[src/rtl/sfx_pkg.sv]
`timescale 1ns/1ps
package sfx_pkg;

  typedef enum logic [1:0] {
    ST_IDLE  = 2'd0,
    ST_DELAY = 2'd1,
    ST_SHIFT = 2'd2,
    ST_WAIT2 = 2'd3
  } sfx_state_e;

  // Element width in bits for a 3-bit width code.
  function automatic logic [5:0] elem_bits(input logic [2:0] code);
    case (code)
      3'd0:    return 6'd8;
      3'd1:    return 6'd10;
      3'd2:    return 6'd12;
      3'd3:    return 6'd14;
      3'd4:    return 6'd16;
      3'd5:    return 6'd20;
      3'd6:    return 6'd24;
      default: return 6'd32;
    endcase
  endfunction

endpackage

[src/rtl/sfx_fifo.sv]
`timescale 1ns/1ps
module sfx_fifo #(
  parameter int WORD_W = 32,
  parameter int DEPTH  = 4
) (
  input  logic              clk,
  input  logic              rst_n,
  input  logic              push,
  input  logic [WORD_W-1:0] push_data,
  input  logic              pop,
  output logic [WORD_W-1:0] head,
  output logic              empty,
  output logic              full
);
  localparam int AW = (DEPTH > 1) ? $clog2(DEPTH) : 1;
  localparam int CW = $clog2(DEPTH + 1);

  logic [WORD_W-1:0] mem [DEPTH];
  logic [AW-1:0]     wr_ptr, rd_ptr;
  logic [CW-1:0]     count;

  function automatic logic [AW-1:0] bump(input logic [AW-1:0] p);
    return (p == AW'(DEPTH - 1)) ? '0 : p + 1'b1;
  endfunction

  assign empty = (count == '0);
  assign full  = (count == CW'(DEPTH));
  assign head  = mem[rd_ptr];

  always_ff @(posedge clk) begin
    if (!rst_n) begin
      wr_ptr <= '0;
      rd_ptr <= '0;
      count  <= '0;
    end else begin
      if (push) wr_ptr <= bump(wr_ptr);
      if (pop)  rd_ptr <= bump(rd_ptr);
      count <= count + CW'(push) - CW'(pop);
    end
  end

  always_ff @(posedge clk) begin
    if (push) mem[wr_ptr] <= push_data;
  end

  AST_NO_POP_EMPTY: assert property (@(posedge clk) disable iff (!rst_n)
    pop |-> !empty);
  AST_NO_PUSH_FULL: assert property (@(posedge clk) disable iff (!rst_n)
    push |-> !full);

endmodule

[src/rtl/sfx_bitclk.sv]
`timescale 1ns/1ps
module sfx_bitclk (
  input  logic clk,
  input  logic rst_n,
  input  logic bclk,
  input  logic fsync,
  input  logic rise_drive,
  input  logic sync_low,
  output logic tick,
  output logic fs_edge
);
  logic bclk_q;
  logic fs_prev;
  logic fs_act;

  assign fs_act  = fsync ^ sync_low;
  assign tick    = rise_drive ? (bclk & ~bclk_q) : (~bclk & bclk_q);
  assign fs_edge = tick & fs_act & ~fs_prev;

  always_ff @(posedge clk) begin
    if (!rst_n) begin
      bclk_q  <= 1'b0;
      fs_prev <= 1'b0;
    end else begin
      bclk_q <= bclk;
      if (tick) fs_prev <= fs_act;
    end
  end

  AST_EDGE_NEEDS_TICK: assert property (@(posedge clk) disable iff (!rst_n)
    fs_edge |-> (bclk != bclk_q));

endmodule

[src/rtl/sfx_seq.sv]
`timescale 1ns/1ps
module sfx_seq
  import sfx_pkg::*;
#(
  parameter int WORD_W = 32
) (
  input  logic              clk,
  input  logic              rst_n,
  input  logic              tick,
  input  logic              fs_edge,
  input  logic [2:0]        p1_wcode,
  input  logic [5:0]        p1_cnt,
  input  logic [2:0]        p2_wcode,
  input  logic [5:0]        p2_cnt,
  input  logic              p2_on,
  input  logic              p2_resync,
  input  logic [1:0]        lead_dly,
  input  logic              lsb_first,
  input  logic              sync_keep,
  input  logic [WORD_W-1:0] head,
  input  logic              empty,
  output logic              pop,
  output logic              sdata,
  output logic              busy,
  output logic              underrun,
  output logic              sync_err
);
  sfx_state_e        state, st_n;
  logic              ph, ph_n;
  logic [5:0]        idx, idx_n;
  logic [5:0]        left, left_n;
  logic [1:0]        dly, dly_n;
  logic [WORD_W-1:0] sh, sh_n;
  logic              sd_n, busy_n, ur_n, err_n;
  logic              do_start, do_delay;
  logic [5:0]        eb;
  logic [WORD_W-1:0] word_v, mask_v;
  logic [5:0]        cur_cnt;

  assign cur_cnt = ph ? p2_cnt : p1_cnt;

  always_comb begin
    st_n = state; ph_n = ph; idx_n = idx; left_n = left; dly_n = dly;
    sh_n = sh; sd_n = sdata; busy_n = busy;
    pop = 1'b0; ur_n = 1'b0; err_n = 1'b0;
    do_start = 1'b0; do_delay = 1'b0;
    eb = 6'd8; word_v = '0; mask_v = '0;
    if (tick) begin
      unique case (state)
        ST_IDLE: if (fs_edge) begin
          busy_n = 1'b1; ph_n = 1'b0; idx_n = '0; do_delay = 1'b1;
        end
        ST_WAIT2: if (fs_edge) do_delay = 1'b1;
        ST_DELAY, ST_SHIFT: begin
          if (fs_edge && !sync_keep) begin
            st_n = ST_IDLE; busy_n = 1'b0; sd_n = 1'b0; err_n = 1'b1;
          end else if (state == ST_DELAY) begin
            if (dly == 2'd0) do_start = 1'b1;
            else dly_n = dly - 2'd1;
          end else if (left != 6'd1) begin
            sh_n   = lsb_first ? (sh >> 1) : (sh << 1);
            sd_n   = lsb_first ? sh_n[0] : sh_n[WORD_W-1];
            left_n = left - 6'd1;
          end else if (idx != cur_cnt) begin
            idx_n = idx + 6'd1; do_start = 1'b1;
          end else if (!ph && p2_on) begin
            ph_n = 1'b1; idx_n = '0;
            if (p2_resync) begin st_n = ST_WAIT2; sd_n = 1'b0; end
            else do_start = 1'b1;
          end else begin
            st_n = ST_IDLE; busy_n = 1'b0; sd_n = 1'b0;
          end
        end
      endcase
      if (do_delay) begin
        if (lead_dly == 2'd0) do_start = 1'b1;
        else begin st_n = ST_DELAY; dly_n = lead_dly - 2'd1; sd_n = 1'b0; end
      end
      if (do_start) begin
        eb     = elem_bits(ph_n ? p2_wcode : p1_wcode);
        mask_v = ~({WORD_W{1'b1}} << eb);
        word_v = empty ? '0 : (head & mask_v);
        pop    = !empty;
        ur_n   = empty;
        sh_n   = lsb_first ? word_v : (word_v << (WORD_W - int'(eb)));
        sd_n   = lsb_first ? sh_n[0] : sh_n[WORD_W-1];
        left_n = eb;
        st_n   = ST_SHIFT;
      end
    end
  end

  always_ff @(posedge clk) begin
    if (!rst_n) begin
      state <= ST_IDLE; ph <= 1'b0; idx <= '0; left <= '0; dly <= '0;
      sh <= '0; sdata <= 1'b0; busy <= 1'b0; underrun <= 1'b0; sync_err <= 1'b0;
    end else begin
      state <= st_n; ph <= ph_n; idx <= idx_n; left <= left_n; dly <= dly_n;
      sh <= sh_n; sdata <= sd_n; busy <= busy_n; underrun <= ur_n; sync_err <= err_n;
    end
  end

  AST_IDLE_QUIET: assert property (@(posedge clk) disable iff (!rst_n)
    !busy |-> !sdata);
  AST_BUSY_ON_SYNC: assert property (@(posedge clk) disable iff (!rst_n)
    $rose(busy) |-> $past(fs_edge));
  AST_UNDERRUN_ZERO: assert property (@(posedge clk) disable iff (!rst_n)
    underrun |-> (!sdata && busy));
  AST_ERR_ABORTS: assert property (@(posedge clk) disable iff (!rst_n)
    sync_err |-> (!busy && !sync_keep));
  AST_SDATA_ON_TICK: assert property (@(posedge clk) disable iff (!rst_n)
    !$stable(sdata) |-> $past(tick));

endmodule

[src/rtl/sfx_tx.sv]
`timescale 1ns/1ps
module sfx_tx #(
  parameter int WORD_W = 32,
  parameter int QDEPTH = 4
) (
  input  logic              clk,
  input  logic              rst_n,
  input  logic              in_valid,
  output logic              in_ready,
  input  logic [WORD_W-1:0] in_data,
  input  logic              bclk,
  input  logic              fsync,
  input  logic [2:0]        p1_wcode,
  input  logic [5:0]        p1_cnt,
  input  logic [2:0]        p2_wcode,
  input  logic [5:0]        p2_cnt,
  input  logic              p2_on,
  input  logic              p2_resync,
  input  logic [1:0]        lead_dly,
  input  logic              sync_low,
  input  logic              lsb_first,
  input  logic              rise_drive,
  input  logic              sync_keep,
  output logic              sdata,
  output logic              busy,
  output logic              underrun,
  output logic              sync_err
);
  logic              q_full, q_empty, q_pop, q_push;
  logic [WORD_W-1:0] q_head;
  logic              tick, fs_edge;

  assign in_ready = !q_full;
  assign q_push   = in_valid && !q_full;

  sfx_fifo #(.WORD_W(WORD_W), .DEPTH(QDEPTH)) u_queue (
    .clk(clk), .rst_n(rst_n), .push(q_push), .push_data(in_data),
    .pop(q_pop), .head(q_head), .empty(q_empty), .full(q_full)
  );

  sfx_bitclk u_clk (
    .clk(clk), .rst_n(rst_n), .bclk(bclk), .fsync(fsync),
    .rise_drive(rise_drive), .sync_low(sync_low),
    .tick(tick), .fs_edge(fs_edge)
  );

  sfx_seq #(.WORD_W(WORD_W)) u_seq (
    .clk(clk), .rst_n(rst_n), .tick(tick), .fs_edge(fs_edge),
    .p1_wcode(p1_wcode), .p1_cnt(p1_cnt), .p2_wcode(p2_wcode), .p2_cnt(p2_cnt),
    .p2_on(p2_on), .p2_resync(p2_resync), .lead_dly(lead_dly),
    .lsb_first(lsb_first), .sync_keep(sync_keep),
    .head(q_head), .empty(q_empty), .pop(q_pop),
    .sdata(sdata), .busy(busy), .underrun(underrun), .sync_err(sync_err)
  );

endmodule

[config.mk]
export PLATFORM = sky130hd
export DESIGN_NAME = sfx_tx
export DESIGN_NICKNAME = d
export VERILOG_FILES = /design/src/rtl/sfx_pkg.sv /design/src/rtl/sfx_fifo.sv /design/src/rtl/sfx_bitclk.sv /design/src/rtl/sfx_seq.sv /design/src/rtl/sfx_tx.sv
export SDC_FILE = /design/constraint.sdc
export NUM_CORES = 1
export LEC_CHECK = 0
export ABC_AREA = 0
export CAP_MARGIN = 40
export CORE_MARGIN = 1.5
export CORE_UTILIZATION = 53
export DETAILED_ROUTE_END_ITERATION = 8
export DONT_BUFFER_PORTS = 1
export PLACE_DENSITY = 0.75
export SYNTH_ARGS = -nofsm -noshare
export SYNTH_HDL_FRONTEND = slang
export SYNTH_SLANG_ARGS = --single-unit
[constraint.sdc]
create_clock -name clk -period 6.41 [get_ports clk]
set_input_delay 1.282 -clock clk [delete_from_list [all_inputs] [get_ports clk]]
set_output_delay 1.282 -clock clk [all_outputs]
set_load 0.05 [all_outputs]
# After elaboration in Yosys (flattened, before gate mapping)
# Memory sizes are Yosys's and may differ from the RTL's. A register that Yosys moved wholly into a read port is not among the register bits.
# Cells that the tools add are included.
[classes]
add_sub_neg = 9
eq_ne = 25
n_shift = 2
mux = 92
n_bitwise = 10
n_reduce_logical = 22
[ops]
columns = ["op", "n"]
rows = [
  ["two-way mux 32 bit", 8],
  ["two-way mux 6 bit", 14],
  ["two-way mux 1 bit", 45],
  ["case mux 6 bit (7 select lines)", 1],
  ["two-way mux 2 bit", 20],
  ["AND 32 bit", 1],
  ["NOT 32 bit", 1],
  ["<< shifter 32 x 32 -> 32 bit", 1],
  ["<< shifter 32 x 6 -> 32 bit, first input constant", 1],
  ["AND reduction 7 bit", 2],
  ["equality test 3 bit, second input constant", 4],
  ["inequality test 3 x 2 -> 1 bit, second input constant", 4],
  ["case mux 6 bit (2 select lines)", 1],
  ["inequality test 2 bit, second input constant", 5],
  ["equality test 2 bit, second input constant", 4],
  ["subtractor 6 x 6 -> 7 bit, first input constant", 1],
  ["adder 6 x 1 -> 6 bit, second input constant", 1],
  ["equality test 3 x 2 -> 1 bit, second input constant", 2],
  ["zero test 2 bit", 3],
  ["zero test 3 bit", 2],
  ["inequality test 6 x 1 -> 1 bit, second input constant", 1],
  ["inequality test 6 bit", 1],
  ["AND reduction 3 bit", 2],
  ["nonzero test 2 bit", 3],
  ["18 further kinds", 32],
]
[totals]
ff_bits = 62
ram_bits = 128
input_bits = 63
out_inout_bits = 5
memories = 1
[mem_list]
columns = ["name", "words", "width", "rd", "rd_clocked_by_memory_dff", "wr", "line", "text"]
rows = [
  ["u_queue.mem", 4, 32, 1, 1, 1, "sfx_fifo.sv:18", "logic [WORD_W-1:0] mem [DEPTH];"],
]

# Longest topological paths before layout
# Gate-level depths: netlist (run 1).
[depth]
depth_word = 22
mapped_depth = 22
ltp_nobuf = 19

# Modules after synthesis
# A second synthesis (run 1) with hierarchy kept.
[unflattened]
hier_cells = 999
area_unflattened_um2 = 10846.7
[modules_own_cells]
columns = ["module", "n_inst", "cells_per_inst", "area_per_inst_um2"]
rows = [
  ["sfx_seq", 1, 775, 5617.9],
  ["sfx_fifo", 1, 211, 5116.2],
  ["sfx_bitclk", 1, 11, 102.6],
  ["sfx_tx", 1, 2, 10.0],
]

# Worst setup path before layout (run 1)
# Ideal clock, no wire load.
[synth_timing]
kind = "input -> register"
start = "input port bclk"
end = "register u_seq.sh[23]"
t_arrival_ns = 4.795
required_time_ns = 6.293
path_slack_ns = 1.498
cell_stages = 16
path_buffers = 3
path_cell_list = "nor3b_1 -> or2_2 -> nand3_1 -> a31o_2 -> buf_2 -> nor2_2 -> buf_6 -> mux2_2 -> ha_1 -> clkbuf_1 -> clkinv_1 -> a2111oi_0 -> nor2_1 -> o21ai_0 -> o21ai_0 -> a32o_1"
[synth_between]
elab_chain_cells = 21
[synth_lines]
columns = ["element", "line", "text"]
rows = [
  ["from (decl)", "sfx_tx.sv:11", "input logic bclk,"],
  ["NOT 1 bit", "sfx_bitclk.sv:17", "assign tick = rise_drive ? (bclk & ~bclk_q) : (~bclk & bclk_q);"],
  ["AND 1 bit", "sfx_bitclk.sv:17", ""],
  ["two-way mux 1 bit *", "sfx_bitclk.sv:17", ""],
  ["AND 1 bit (2 in a row)", "sfx_bitclk.sv:18", "assign fs_edge = tick & fs_act & ~fs_prev;"],
  ["logical AND 1 bit", "sfx_seq.sv:55", "if (fs_edge && !sync_keep) begin"],
  ["two-way mux 1 bit", "sfx_seq.sv:55", ""],
  ["case mux 1 bit (2 select lines)", "sfx_seq.sv:49", "unique case (state)"],
  ["two-way mux 1 bit", "sfx_seq.sv:48", "if (tick) begin"],
  ["(+4 left out)", "n/a", ""],
  ["two-way mux 6 bit", "sfx_seq.sv:48", ""],
  ["<< shifter 32 x 6 -> 32 bit", "sfx_seq.sv:81", "mask_v = ~({WORD_W{1'b1}} << eb);"],
  ["NOT 32 bit", "sfx_seq.sv:81", ""],
  ["AND 32 bit", "sfx_seq.sv:82", "word_v = empty ? '0 : (head & mask_v);"],
  ["two-way mux 32 bit", "sfx_seq.sv:82", ""],
  ["<< shifter 32 x 32 -> 32 bit", "sfx_seq.sv:85", "sh_n = lsb_first ? word_v : (word_v << (WORD_W - int'(eb)));"],
  ["two-way mux 32 bit", "sfx_seq.sv:85", ""],
  ["two-way mux 32 bit", "sfx_seq.sv:79", "if (do_start) begin"],
  ["to (signal assigned)", "sfx_seq.sv:99", "sh <= sh_n; sdata <= sd_n; busy <= busy_n; underrun <= ur_n; sync_err <= err_n;"],
  ["to (decl)", "sfx_seq.sv:33", "logic [WORD_W-1:0] sh, sh_n;"],
]
# Mark *: on every way between the ends. The rest lies on a longest branch, timed or not. The select of a mux whose other input is x is not followed.
# A chain may end at the register's enable or synchronous reset.

# Worst setup path in the final report (run 1)
[layout_timing]
start = "input port p2_cnt[4]"
end = "register u_seq.sh[20]"
[layout_between]
elab_chain_cells = 20
[layout_lines]
columns = ["element", "line", "text"]
rows = [
  ["from (decl)", "sfx_tx.sv:16", "input logic [5:0] p2_cnt,"],
  ["two-way mux 6 bit *", "sfx_seq.sv:40", "assign cur_cnt = ph ? p2_cnt : p1_cnt;"],
  ["inequality test 6 bit *", "sfx_seq.sv:64", "end else if (idx != cur_cnt) begin"],
  ["two-way mux 1 bit", "sfx_seq.sv:64", ""],
  ["two-way mux 1 bit", "sfx_seq.sv:60", "end else if (left != 6'd1) begin"],
  ["two-way mux 1 bit", "sfx_seq.sv:57", "end else if (state == ST_DELAY) begin"],
  ["two-way mux 1 bit", "sfx_seq.sv:55", ""],
  ["case mux 1 bit (2 select lines)", "sfx_seq.sv:49", ""],
  ["two-way mux 1 bit", "sfx_seq.sv:48", ""],
  ["(+4 left out)", "n/a", ""],
  ["two-way mux 6 bit", "sfx_seq.sv:48", ""],
  ["<< shifter 32 x 6 -> 32 bit", "sfx_seq.sv:81", ""],
  ["NOT 32 bit", "sfx_seq.sv:81", ""],
  ["AND 32 bit", "sfx_seq.sv:82", ""],
  ["two-way mux 32 bit", "sfx_seq.sv:82", ""],
  ["<< shifter 32 x 32 -> 32 bit", "sfx_seq.sv:85", ""],
  ["two-way mux 32 bit", "sfx_seq.sv:85", ""],
  ["two-way mux 32 bit", "sfx_seq.sv:79", ""],
]
# Marks and branches as above.

==> results of run 1 <==
==> critical path, delay by kind of cell <==
family	cells	cell delay, ns
and+or+nand+nor	6	2.39
buffers and inverters	2	0.28
muxes	1	0.16
AOI/OAI and AO/OA	4	1.19
adders and majority gates	1	0.20
xor gates and xnor gates	1	0.13
==> registers in the layout (all words and copies together), names as in the netlist, named ones only <==
register,flops
u_queue.mem,128
u_seq.sh,32
u_seq.idx,6
u_seq.left,6
u_queue.count,3
u_queue.rd_ptr,2
u_queue.wr_ptr,2
u_seq.dly,2
u_seq.state,2
u_clk.bclk_q,1
u_clk.fs_prev,1
u_seq.busy,1
u_seq.ph,1
u_seq.sdata,1
u_seq.sync_err,1
u_seq.underrun,1
==> worst max-delay path by stage <==
stage                          from      endpoint  slack (ns)  cells past startpoint
after global routing      p2_cnt[5]  u_seq.sh[20]        0.98                     15
after global placement         bclk  u_seq.sh[29]        0.91                     13
after CTS                      bclk  u_seq.sh[31]        1.33                     15
final                     p2_cnt[4]  u_seq.sh[20]        1.16                     15
after floorplan                bclk  u_seq.sh[23]        1.50                     16
after detailed placement       bclk  u_seq.sh[29]        0.85                     13
==> power by group through the flow <==
stage / logic (mW) / clock network, mW / registers [mW]
final: 0.704 / 1.11 / 1.45
after global routing: 0.748 / 1.16 / 1.46
after CTS: 0.679 / 1.12 / 1.45
after detailed placement: 0.675 / 0 / 1.48
after global placement: 0.678 / 0 / 1.47
after floorplan: 0.496 / 0 / 1.46
==> cell usage after synthesis, types with 7 or more instances <==
master | count | area share
nand2_1 | 92 | 0.033
buf_2 | 15 | 0.0071
xnor2_1 | 9 | 0.0075
a21oi_1 | 56 | 0.027
buf_1 | 7 | 0.0025
inv_1 | 24 | 0.0085
and3_1 | 11 | 0.0065
nor3_1 | 24 | 0.011
mux4_2 | 33 | 0.070
nand3_1 | 28 | 0.013
or3_1 | 7 | 0.0041
mux2_2 | 10 | 0.011
o21ai_0 | 53 | 0.025
nor4_1 | 8 | 0.0047
nand2b_1 | 7 | 0.0041
a211oi_1 | 22 | 0.016
nor2_1 | 66 | 0.023
o211ai_1 | 15 | 0.011
clkbuf_1 | 42 | 0.015
a31oi_1 | 13 | 0.0077
mux2i_1 | 35 | 0.033
a221oi_1 | 12 | 0.010
and2_1 | 13 | 0.0077
nand4_1 | 15 | 0.0089
edfxtp_1 | 128 | 0.36
ha_1 | 16 | 0.019
dfxtp_1 | 64 | 0.12
o21a_1 | 9 | 0.0064
==> through the flow <==
step,utilization,instance area [µm²]
2_1_floorplan,-,10560
3_3_place_gp,0.5504,10750
3_5_place_dp,0.5504,10750
4_1_cts,0.5821,11370
5_1_grt,0.5821,11370
6_report,0.5821,11370
==> kinds of logic (layout without fill, tap and decap cells) <==
kind of cell / Yosys count / after routing / synth area share
adder cells (fa/ha/maj): 17 / 17 / 0.02085
flip-flops: 192 / 192 / 0.4852
XOR/XNOR: 14 / 14 / 0.01161
multiplexers: 78 / 78 / 0.1142
buffers and inverters: 99 / 83 / 0.04181
AND/OR/NAND/NOR: 301 / 301 / 0.1410
AO/OA/AOI/OAI: 278 / 278 / 0.1854
==> area by class of cell <==
class,count,area (µm²)
Inverter,27,101.3
Clock buffer,17,425.4
Tap cell,265,331.6
Timing Repair Buffer,24,180.2
Multi-Input combinational cell,688,5009
Sequential cell,192,5126
Fill cell,1648,8160
Clock inverter,15,192.7
==> metal layers <==
metal	track usage	routed length, µm	vias to the layer above	part of all wire
met5	0	0	-	0
met4	0.1287	1232	0	0.043
met3	0.07550	2939	92	0.10
met2	0.4331	12660	508	0.44
met1	0.3949	11940	3913	0.41
li1	-	-	3734	-
==> results by group, run 1 <==
Power and ir drop
  – Clock power share: 0.340
  – Internal: 2.178 mW
  – Leakage: 3.749 nW
  – Pwr Total: 3.260 mW
  – Sequential fraction of design power: 0.444
  – Logic pwr share: 0.216
  – Sw power: 1.083 mW
  – Switching part of the total power: 0.3321
  – Worst vdd ir: 0.2343 mV
  – Cell Pwr Density: 286.8 mW/mm²

GRT
  – GRT overflow: 0
  – Antenna violations before repair: 0
  – Vias in the first global route: 7587
  – Global-route wire length before repair: 44090 µm
  – Largest net degree at the start of global routing: 59
  – GR Util All Layers: 0.2885

STA
  – Smallest hold slack: 0.4785 ns
  – Actual slew at the worst max-slew pin: 0.9322 ns
  – Crit share post-route: 0.8194
  – Tmin final: 5.252 ns
  – Clock skew: 0.01482 ns
  – Maximum clock rate: 190.4 MHz
  – RSZ-0062 raised after global routing: false
  – Setup TNS: 0 ns
  – Final Slew Violations: 0
  – Final worst slack: 1.158 ns
  – Final Hold Viols: 0
  – Setup violations, final: 0
  – Relative slew slack: 0.3748

Floorplan
  – Die height: 144.2 µm
  – Die area: 0.02079 mm²
  – Ports: 68
  – Die width: 144.2 µm
  – Rows: 51
  – Core area: 0.01953 mm²
  – Starting Density: 0.5409

Placement
  – Post-DP HPWL: 19660 µm
  – DP Cell Count: 1196
  – RD Place Congestion: 1.026
  – PortBufs: 0
  – Pre-CTS setup slack: 0.8483 ns

Critical path
  – Critical Path Fanout Max: 15
  – CP arrival: 5.64 ns
  – Highest-delay cell along the critical path: and4_1
  – Required @ worst endpoint: 6.80 ns
  – Reg-to-reg critical path startpoint: u_seq.ph
  – R2R depth: 15
  – CP endpoint kind: flop
  – Slowest stage delay, CP: 0.63 ns
  – Crit path launch type: input port
  – Worst-path cell chain: mux2i_1, xnor2_1, nor4_4, and4_1, nor2_2, o311ai_1, inv_1, ha_1, inv_1, nor4_1, nor3_1, and2_1, a221oi_1, a211oi_1, o221a_1
  – Setup slack, reg-to-reg: 1.24 ns
  – R2R Path End: u_seq.sh[20]
  – Most frequent CP cell: inv_1
  – Worst setup path class: in2reg

Clock tree
  – Root buffer cell: clkbuf_16
  – Post-CTS Setup Inserts: 0
  – CTS Buf Count: 17
  – CTS Buffer Depth: 2
  – Clock transition at path regs: 0.08 ns
  – TritonCTS clock tree: yes
  – Post-cts resize count: 0
  – Hold Buf Count CTS: 0
  – Clk_lat worst skew: 0.46 ns
  – H-tree levels: 4
  – Clk sinks: 192

Synth
  – Syn_nets: 1059
  – Number of synthesized flops with an enable pin: 128
  – Distinct cell type count after synthesis: 92
  – Post-synth ARST share: 0
  – Main synth FF type: edfxtp_1
  – Mean Syn Cell Area: 10.79 µm²
  – Cells after synthesis: 979
  – Post-synthesis sequential area ratio: 0.4852
  – Yosys warning count: 0
  – Seq cells post-synth: 192
  – Mapped cell area: 0.01056 mm²

Drt
  – DR pass1 iterations: 5
  – WL/cell: 23.43 µm
  – DRT iter0 DRCs: 916
  – Post-Route WL: 28770 µm
  – Drt via density: 6.716
  – DR vias: 8247
  – Final ANT Viol Nets: 0
  – # DRC: 0

Finish
  – Commonest non-fill, non-tap cell in the layout: edfxtp_1
  – Most frequent cells in the layout: edfxtp_1, nand2_1, nor2_1, dfxtp_1, a21oi_1
  – Fraction of layout instances using a drive strength above 1: 0.1340
  – # diodes: 0
  – P&R area growth vs syn: 7.605%
  – NumNets Final: 1030
  – Non-Filler Instances: 1228

Hold path
  – Hold path depth: 2
  – Worst min path class: reg2reg
  – Hold Path End: u_seq.left[4]
  – Min-delay src: u_seq.left[4]

Flow run
  – Maximum capacitance violations: 0

Run status
  – Status: finished, final reports clean
No activity file was read; power rests on OpenSTA's default activity.
==> run 2: changes to the inputs <==
--- a/config.mk
+++ b/config.mk
@@ -11,7 +11,7 @@
 export CORE_UTILIZATION = 53
 export DETAILED_ROUTE_END_ITERATION = 8
 export DONT_BUFFER_PORTS = 1
-export PLACE_DENSITY = 0.75
+export PLACE_DENSITY = 0.78
 export SYNTH_ARGS = -nofsm -noshare
 export SYNTH_HDL_FRONTEND = slang
 export SYNTH_SLANG_ARGS = --single-unit
==> constraint.sdc (replaced) <==
create_clock -name clk -period 4.63 [get_ports clk]
set_input_delay 0.926 -clock clk [delete_from_list [all_inputs] [get_ports clk]]
set_output_delay 0.926 -clock clk [all_outputs]
set_load 0.05 [all_outputs]
==> results by group, run 2 (synthesis results as in run 1) <==
STA
  – Clock skew: 0.01170 ns (-0.003115 ns)
  – Setup violations, final: 0 (unchanged)
  – RSZ-0062 raised after global routing: false
  – Relative slew slack: 0.4422 (+0.06746)
  – Actual slew at the worst max-slew pin: 0.8336 ns (-0.09864 ns)
  – Final Hold Viols: 0 (unchanged)
  – Setup TNS: 0 ns (unchanged)
  – Maximum clock rate: 235.1 MHz
  – Final worst slack: 0.3768 ns (-0.7807 ns)
  – Final Slew Violations: 0 (unchanged)
  – Tmin final: 4.253 ns
  – Crit share post-route: 0.9186

Drt
  – DRT iter0 DRCs: 917 (+0.11%)
  – Final ANT Viol Nets: 0 (unchanged)
  – Post-Route WL: 29630 µm (+3.0%)
  – DR vias: 8428 (+2.2%)
  – Drt via density: 6.694 (-0.32%)
  – # DRC: 0 (unchanged)
  – WL/cell: 23.53 µm (+0.45%)
  – DR pass1 iterations: 5 (unchanged)

Clock tree
  – Root buffer cell: clkbuf_16
  – CTS Buffer Depth: 2 (unchanged)
  – Clock transition at path regs: 0.08 ns (about the same)
  – TritonCTS clock tree: yes
  – H-tree levels: 4 (unchanged)
  – Clk sinks: 192 (unchanged)
  – Clk_lat worst skew: 0.44 ns (-0.02 ns)
  – Hold Buf Count CTS: 0 (unchanged)
  – CTS Buf Count: 17 (unchanged)

Critical path
  – R2R depth: 16 (+1)
  – Critical Path Fanout Max: 6 (-9)
  – Worst setup path class: reg2reg
  – CP endpoint kind: flop
  – Crit path launch type: flop
  – CP arrival: 4.64 ns (-1.00 ns)
  – Required @ worst endpoint: 5.02 ns (-1.78 ns)

Finish
  – Most frequent cells in the layout: edfxtp_1, nand2_1, nor2_1, dfxtp_1, a21oi_1
  – Non-Filler Instances: 1259 (+2.5%)
  – # diodes: 0 (unchanged)
  – Regs by FF count: u_queue.mem (128), u_seq.sh (32)
  – Register with the most flip-flops: u_queue.mem
  – Fraction of layout instances using a drive strength above 1: 0.1620 (+0.02802)
  – Layout Cell Area excl Fill: 0.01161 mm² (+2.2%)
  – NumNets Final: 1061 (+3.0%)
  – Commonest non-fill, non-tap cell in the layout: edfxtp_1
  – P&R area growth vs syn: 9.926%
  – Max reg flops: 128 (unchanged)

Placement
  – DP Cell Count: 1227 (+2.6%)
  – Post-DP HPWL: 20900 µm (+6.3%)
  – Pre-CTS setup slack: 0.1085 ns (-0.7398 ns)
  – PortBufs: 0 (unchanged)
  – RD Place Congestion: 1.001 (-2.4%)
  – Placement Cell Area: 0.01100 mm² (+2.4%)

GRT
  – GR Util All Layers: 0.2969 (+0.008338)
  – Vias in the first global route: 7938 (+4.6%)
  – Largest net degree at the start of global routing: 59 (unchanged)
  – Antenna violations before repair: 0 (unchanged)
  – GRT overflow: 0 (unchanged)
  – Global-route wire length before repair: 45740 µm (+3.7%)

Power and ir drop
  – Cell Pwr Density: 390.5 mW/mm² (+36%)
  – Pwr Total: 4.534 mW (+39%)
  – Leakage: 3.912 nW (+4.3%)
  – Worst vdd ir: 0.2711 mV (+16%)

Floorplan
  – Die area: 0.02079 mm² (unchanged)
  – Starting Density: 0.5409 (unchanged)
  – Die height: 144.2 µm (unchanged)
  – Rows: 51 (unchanged)
  – Die width: 144.2 µm (unchanged)
  – Core area: 0.01953 mm² (unchanged)
  – Ports: 68 (unchanged)

Flow run
  – Maximum capacitance violations: 0 (unchanged)

Hold path
  – Hold path depth: 2 (unchanged)
  – Worst min path class: reg2reg

Run status
  – Status: finished, final reports clean
[run 2: changes by cell type in the layout (fill, tap and decap cells not counted), sizes merged]
cell / change
buf: +31
inv: -4
clkinv: +4
[run 2: repair_timing]
action | in CTS | in global routing
buffers inserted | 0 | 0
resized for setup | 0 | 2
setup endpoints to repair | 0 | 3
[run 2: layout make-up]
| type | instances | area (µm²) |
|---|---|---|
| clock buffers | 17 | 425.4 |
| clock inverters | 15 | 181.4 |
| fillers | 1633 | 7915 |
| inverters | 27 | 101.3 |
| multi-input cells | 688 | 5009 |
| flip-flops and latches | 192 | 5127 |
| well taps | 265 | 331.6 |
| repair buffers | 55 | 435.4 |
[run 2: power breakdown]
| part | total (mW) | switching [mW] | internal [mW] |
|---|---|---|---|
| registers | 2.00 | 0.0487 | 1.95 |
| logic | 1.04 | 0.688 | 0.354 |
| clock network | 1.49 | 0.757 | 0.732 |
[run 2: critical path: stages, from the launching register on]
cell	delay [ns]
dfxtp_1	0.35
inv_1	0.07
ha_1	0.26
and4b_1	0.35
and4b_1	0.24
and4_1	0.35
nor2_2	0.08
o311ai_1	0.46
inv_1	0.09
ha_1	0.21
inv_1	0.16
a211oi_2	0.08
nor3_1	0.35
and2_1	0.33
a221oi_1	0.12
a211oi_1	0.43
o221a_1	0.26
[run 2: per-layer routing]
metal	vias up	global-route usage	routed length [µm]
met5	-	0	0
met4	0	0.1201	1128
met3	73	0.09470	3214
met2	465	0.4480	13270
met1	4095	0.3978	12010
li1	3795	-	-
[run 2: final timing paths]
check	start	end	slack [ns]
hold / removal	u_seq.left[4]	u_seq.left[4]	0.48
hold reg to reg	u_seq.left[4]	u_seq.left[4]	0.48
setup / recovery	u_seq.state[1]	u_seq.sh[20]	0.38
setup reg to reg	u_seq.state[1]	u_seq.sh[20]	0.38
[run 2: metrics by stage]
step,hold WS [ns],util
6_report,0.4779,0.5946
5_1_grt,0.5073,0.5946
4_1_cts,0.4751,0.5946
3_5_place_dp,0.4659,0.5635
3_3_place_gp,0.4596,0.5632
2_1_floorplan,0.4450,-
==> run 3: changes to the inputs <==
--- a/config.mk
+++ b/config.mk
@@ -5,13 +5,15 @@
 export SDC_FILE = /design/constraint.sdc
 export NUM_CORES = 1
 export LEC_CHECK = 0
-export ABC_AREA = 0
+export ABC_AREA = 1
 export CAP_MARGIN = 40
+export CELL_PAD_IN_SITES_DETAIL_PLACEMENT = 0
+export CELL_PAD_IN_SITES_GLOBAL_PLACEMENT = 1
 export CORE_MARGIN = 1.5
-export CORE_UTILIZATION = 53
+export CORE_UTILIZATION = 30
 export DETAILED_ROUTE_END_ITERATION = 8
 export DONT_BUFFER_PORTS = 1
-export PLACE_DENSITY = 0.78
+export PLACE_DENSITY = 0.63
 export SYNTH_ARGS = -nofsm -noshare
 export SYNTH_HDL_FRONTEND = slang
 export SYNTH_SLANG_ARGS = --single-unit
==> results by group, run 3 <==
Critical path
  – Required @ worst endpoint: 5.01 ns (about the same)
  – Most frequent CP cell: nand2_1
  – CP endpoint kind: flop
  – Worst setup path class: reg2reg
  – R2R depth: 20 (+4)
  – Slowest stage delay, CP: 0.51 ns (+0.05 ns)
  – Highest-delay cell along the critical path: ha_1
  – Reg-to-reg critical path startpoint: u_seq.state[0]
  – Setup slack, reg-to-reg: 0.42 ns (+0.04 ns)
  – Crit path launch type: flop
  – CP arrival: 4.60 ns (-0.04 ns)
  – R2R Path End: u_seq.sh[16]
  – Critical Path Fanout Max: 28 (+22)
  – Critical Path Start: u_seq.state[0]
  – Worst-path cell chain: inv_1, ha_1, nand2_1, nor3_1, nand2_1, o21ai_4, nand2_1, nand2_2, nor2_2, inv_1, nand2_1, a21oi_1, ha_1, clkinv_2, nand2_1, nor2_2, nand2_1, a221oi_1, o21ai_1, a21oi_1
  – Worst setup path endpoint: u_seq.sh[16]

Synth
  – Area contributors post-synth: edfxtp_1, dfxtp_1, nand2_1
  – Main synth FF type: edfxtp_1
  – Top cell type's share of synthesized area: 0.3738 (+0.009919)
  – Distinct cell type count after synthesis: 48 (-48%)
  – Mapped cell area: 0.01028 mm² (-2.7%)
  – Mean Syn Cell Area: 8.096 µm² (-25%)
  – Syn_nets: 1350 (+27%)
  – Post-synth ARST share: 0 (unchanged)
  – Number of synthesized flops with an enable pin: 128 (unchanged)
  – Cells after synthesis: 1270 (+30%)
  – Top-count cell post-synth: nand2_1
  – Post-synthesis sequential area ratio: 0.4984 (+0.01323)
  – Leading area contributor after synthesis: edfxtp_1
  – Yosys warning count: 0 (unchanged)
  – Seq cells post-synth: 192 (unchanged)
  – Post-synth top cells: nand2_1, edfxtp_1, nor2_1

STA
  – Crit share post-route: 0.9101 (-0.008550)
  – RSZ-0062 raised after global routing: false
  – Clock skew: 0.01689 ns (+0.005184 ns)
  – Setup TNS: 0 ns (unchanged)
  – Maximum clock rate: 237.3 MHz (+0.94%)
  – Final Hold Viols: 0 (unchanged)
  – Tmin final: 4.214 ns (-0.03959 ns)
  – Relative slew slack: 0.5164 (+0.07421)
  – Actual slew at the worst max-slew pin: 0.7187 ns (-0.1149 ns)
  – Setup violations, final: 0 (unchanged)
  – Final Slew Violations: 0 (unchanged)
  – Smallest hold slack: 0.4739 ns (-0.004031 ns)

Clock tree
  – Hold Buf Count CTS: 0 (unchanged)
  – Root buffer cell: clkbuf_16
  – Post-cts resize count: 0 (unchanged)
  – H-tree levels: 4 (unchanged)
  – CTS Buffer Depth: 2 (unchanged)
  – CTS Buf Count: 17 (unchanged)
  – TritonCTS clock tree: yes
  – Post-CTS Setup Inserts: 0 (unchanged)
  – Clk sinks: 192 (unchanged)
  – Clk_lat worst skew: 0.46 ns (+0.02 ns)
  – Clock transition at path regs: 0.08 ns (about the same)

Drt
  – DR pass1 iterations: 5 (unchanged)
  – DRT iter0 DRCs: 625 (-32%)
  – WL/cell: 18.31 µm (-22%)
  – Drt via density: 5.104 (-24%)
  – # DRC: 0 (unchanged)
  – Post-Route WL: 31090 µm (+4.9%)
  – Final ANT Viol Nets: 0 (unchanged)
  – DR vias: 8666 (+2.8%)

Finish
  – Core Util, Final: 0.3370 (-0.2577)
  – # diodes: 0 (unchanged)
  – P&R area growth vs syn: 10.17%
  – Multi-input logic area: 0.004502 mm² (-10%)
  – Regs by FF count: u_queue.mem (128), u_seq.sh (32)
  – Max reg flops: 128 (unchanged)
  – Register with the most flip-flops: u_queue.mem
  – Layout Cell Area excl Fill: 0.01133 mm² (-2.4%)
  – Sequential cell area: 0.005126 mm² (about the same)
  – NumNets Final: 1317 (+24%)
  – Fraction of layout instances using a drive strength above 1: 0.07280 (-0.08917)
  – Commonest non-fill, non-tap cell in the layout: nand2_1
  – Most frequent cells in the layout: nand2_1, edfxtp_1, nand3_1, nor2_1, o21ai_0
  – Fillers: 3529 (+120%)

Placement
  – PortBufs: 0 (unchanged)
  – RD Place Congestion: 0.9335 (-6.7%)
  – Post-DP HPWL: 21690 µm (+3.8%)
  – Placement Cell Area: 0.01075 mm² (-2.3%)

Hold path
  – Worst min path class: reg2reg
  – Hold path depth: 2 (unchanged)

GRT
  – Global-route wire length before repair: 47880 µm (+4.7%)
  – Vias in the first global route: 8096 (+2.0%)
  – Largest net degree at the start of global routing: 65 (+10%)
  – GRT overflow: 0 (unchanged)
  – Antenna violations before repair: 0 (unchanged)
  – GR Util All Layers: 0.1770 (-0.1199)

Power and ir drop
  – Worst vdd ir: 0.3466 mV (+28%)
  – Leakage: 4.212 nW (+7.7%)
  – Cell Pwr Density: 439.0 mW/mm² (+12%)

Floorplan
  – Die area: 0.03539 mm² (+70%)
  – Rows: 67 (+31%)
  – Core area: 0.03362 mm² (+72%)
  – Die width: 188.1 µm (+30%)
  – Starting Density: 0.3059 (-0.2351)
  – Die height: 188.1 µm (+30%)
  – Ports: 68 (unchanged)

Flow run
  – Maximum capacitance violations: 0 (unchanged)

Run status
  – Status: finished, final reports clean
## run 3: cell count changes after synthesis, sizes merged, moves of 18 or more
cell	before	now
inv	25	97
o22ai	5	30
nand2	92	321
nand3	28	113
nor3	26	8
o21ai	60	123
mux2i	35	0
a211oi	25	2
a21oi	61	88
mux4	33	0
nor2	68	122
## run 3: metal layers
metal	routed length (µm)	GRT usage	up-vias
met5	0	0	-
met4	757	0.06738	0
met3	1786	0.03893	44
met2	14570	0.2796	235
met1	13980	0.2361	4089
li1	-	-	4298
## run 3: worst min path at each step
| stage | endpoint | slack, ns | startpoint |
|---|---|---|---|
| final | u_seq.sh[31] | 0.47 | u_seq.sh[31] |
| after global routing | u_seq.sh[31] | 0.50 | u_seq.sh[31] |
| after CTS | u_seq.sh[31] | 0.47 | u_seq.sh[31] |
| after detailed placement | u_seq.sh[31] | 0.46 | u_seq.sh[31] |
| after global placement | u_seq.dly[1] | 0.45 | u_seq.dly[1] |
| after floorplan | u_seq.dly[1] | 0.44 | u_seq.dly[1] |
## run 3: power by group
group / leakage (nW) / internal [mW] / switching, mW
clock network: 0.284 / 0.725 / 0.748
logic: 2.23 / 0.393 / 1.04
registers: 1.69 / 2.01 / 0.0672
total: 4.21 / 3.12 / 1.85
## run 3: cells by family after synthesis
| group | synth area share |
|---|---|
| AO/OA/AOI/OAI | 0.1677 |
| AND/OR/NAND/NOR | 0.2407 |
| buffers and inverters | 0.06668 |
| adder cells (fa/ha/maj) | 0.02142 |
| XOR/XNOR | 0.005111 |
| flip-flops | 0.4984 |
## run 3: final cells by class
type	instances	area share
clock inverters	14	0.01325
clock buffers	18	0.03788
flip-flops and latches	192	0.4525
multi-input cells	906	0.3974
inverters	101	0.03358
well taps	448	0.04948
repair buffers	19	0.01590
## run 3: worst max-delay path, delay by kind of cell, from the launching register on
kind | cells | cell delay, ns
AND/OR/NAND/NOR | 10 | 1.33
AO/OA/AOI/OAI | 5 | 0.99
adder cells (fa/ha/maj) | 2 | 0.80
buffers and inverters | 3 | 0.58
flip-flops | 1 | 0.42
## run 3: metrics by stage
stage          total power, mW  setup slack [ns]  cells
6_report                 4.974            0.4164   1698
5_1_grt                  5.231          0.007920   1698
4_1_cts                  5.005            0.3782   1698
3_5_place_dp             3.528            0.2819   1666
3_3_place_gp             3.529            0.3288   1663
2_1_floorplan            3.078            0.8894   1270
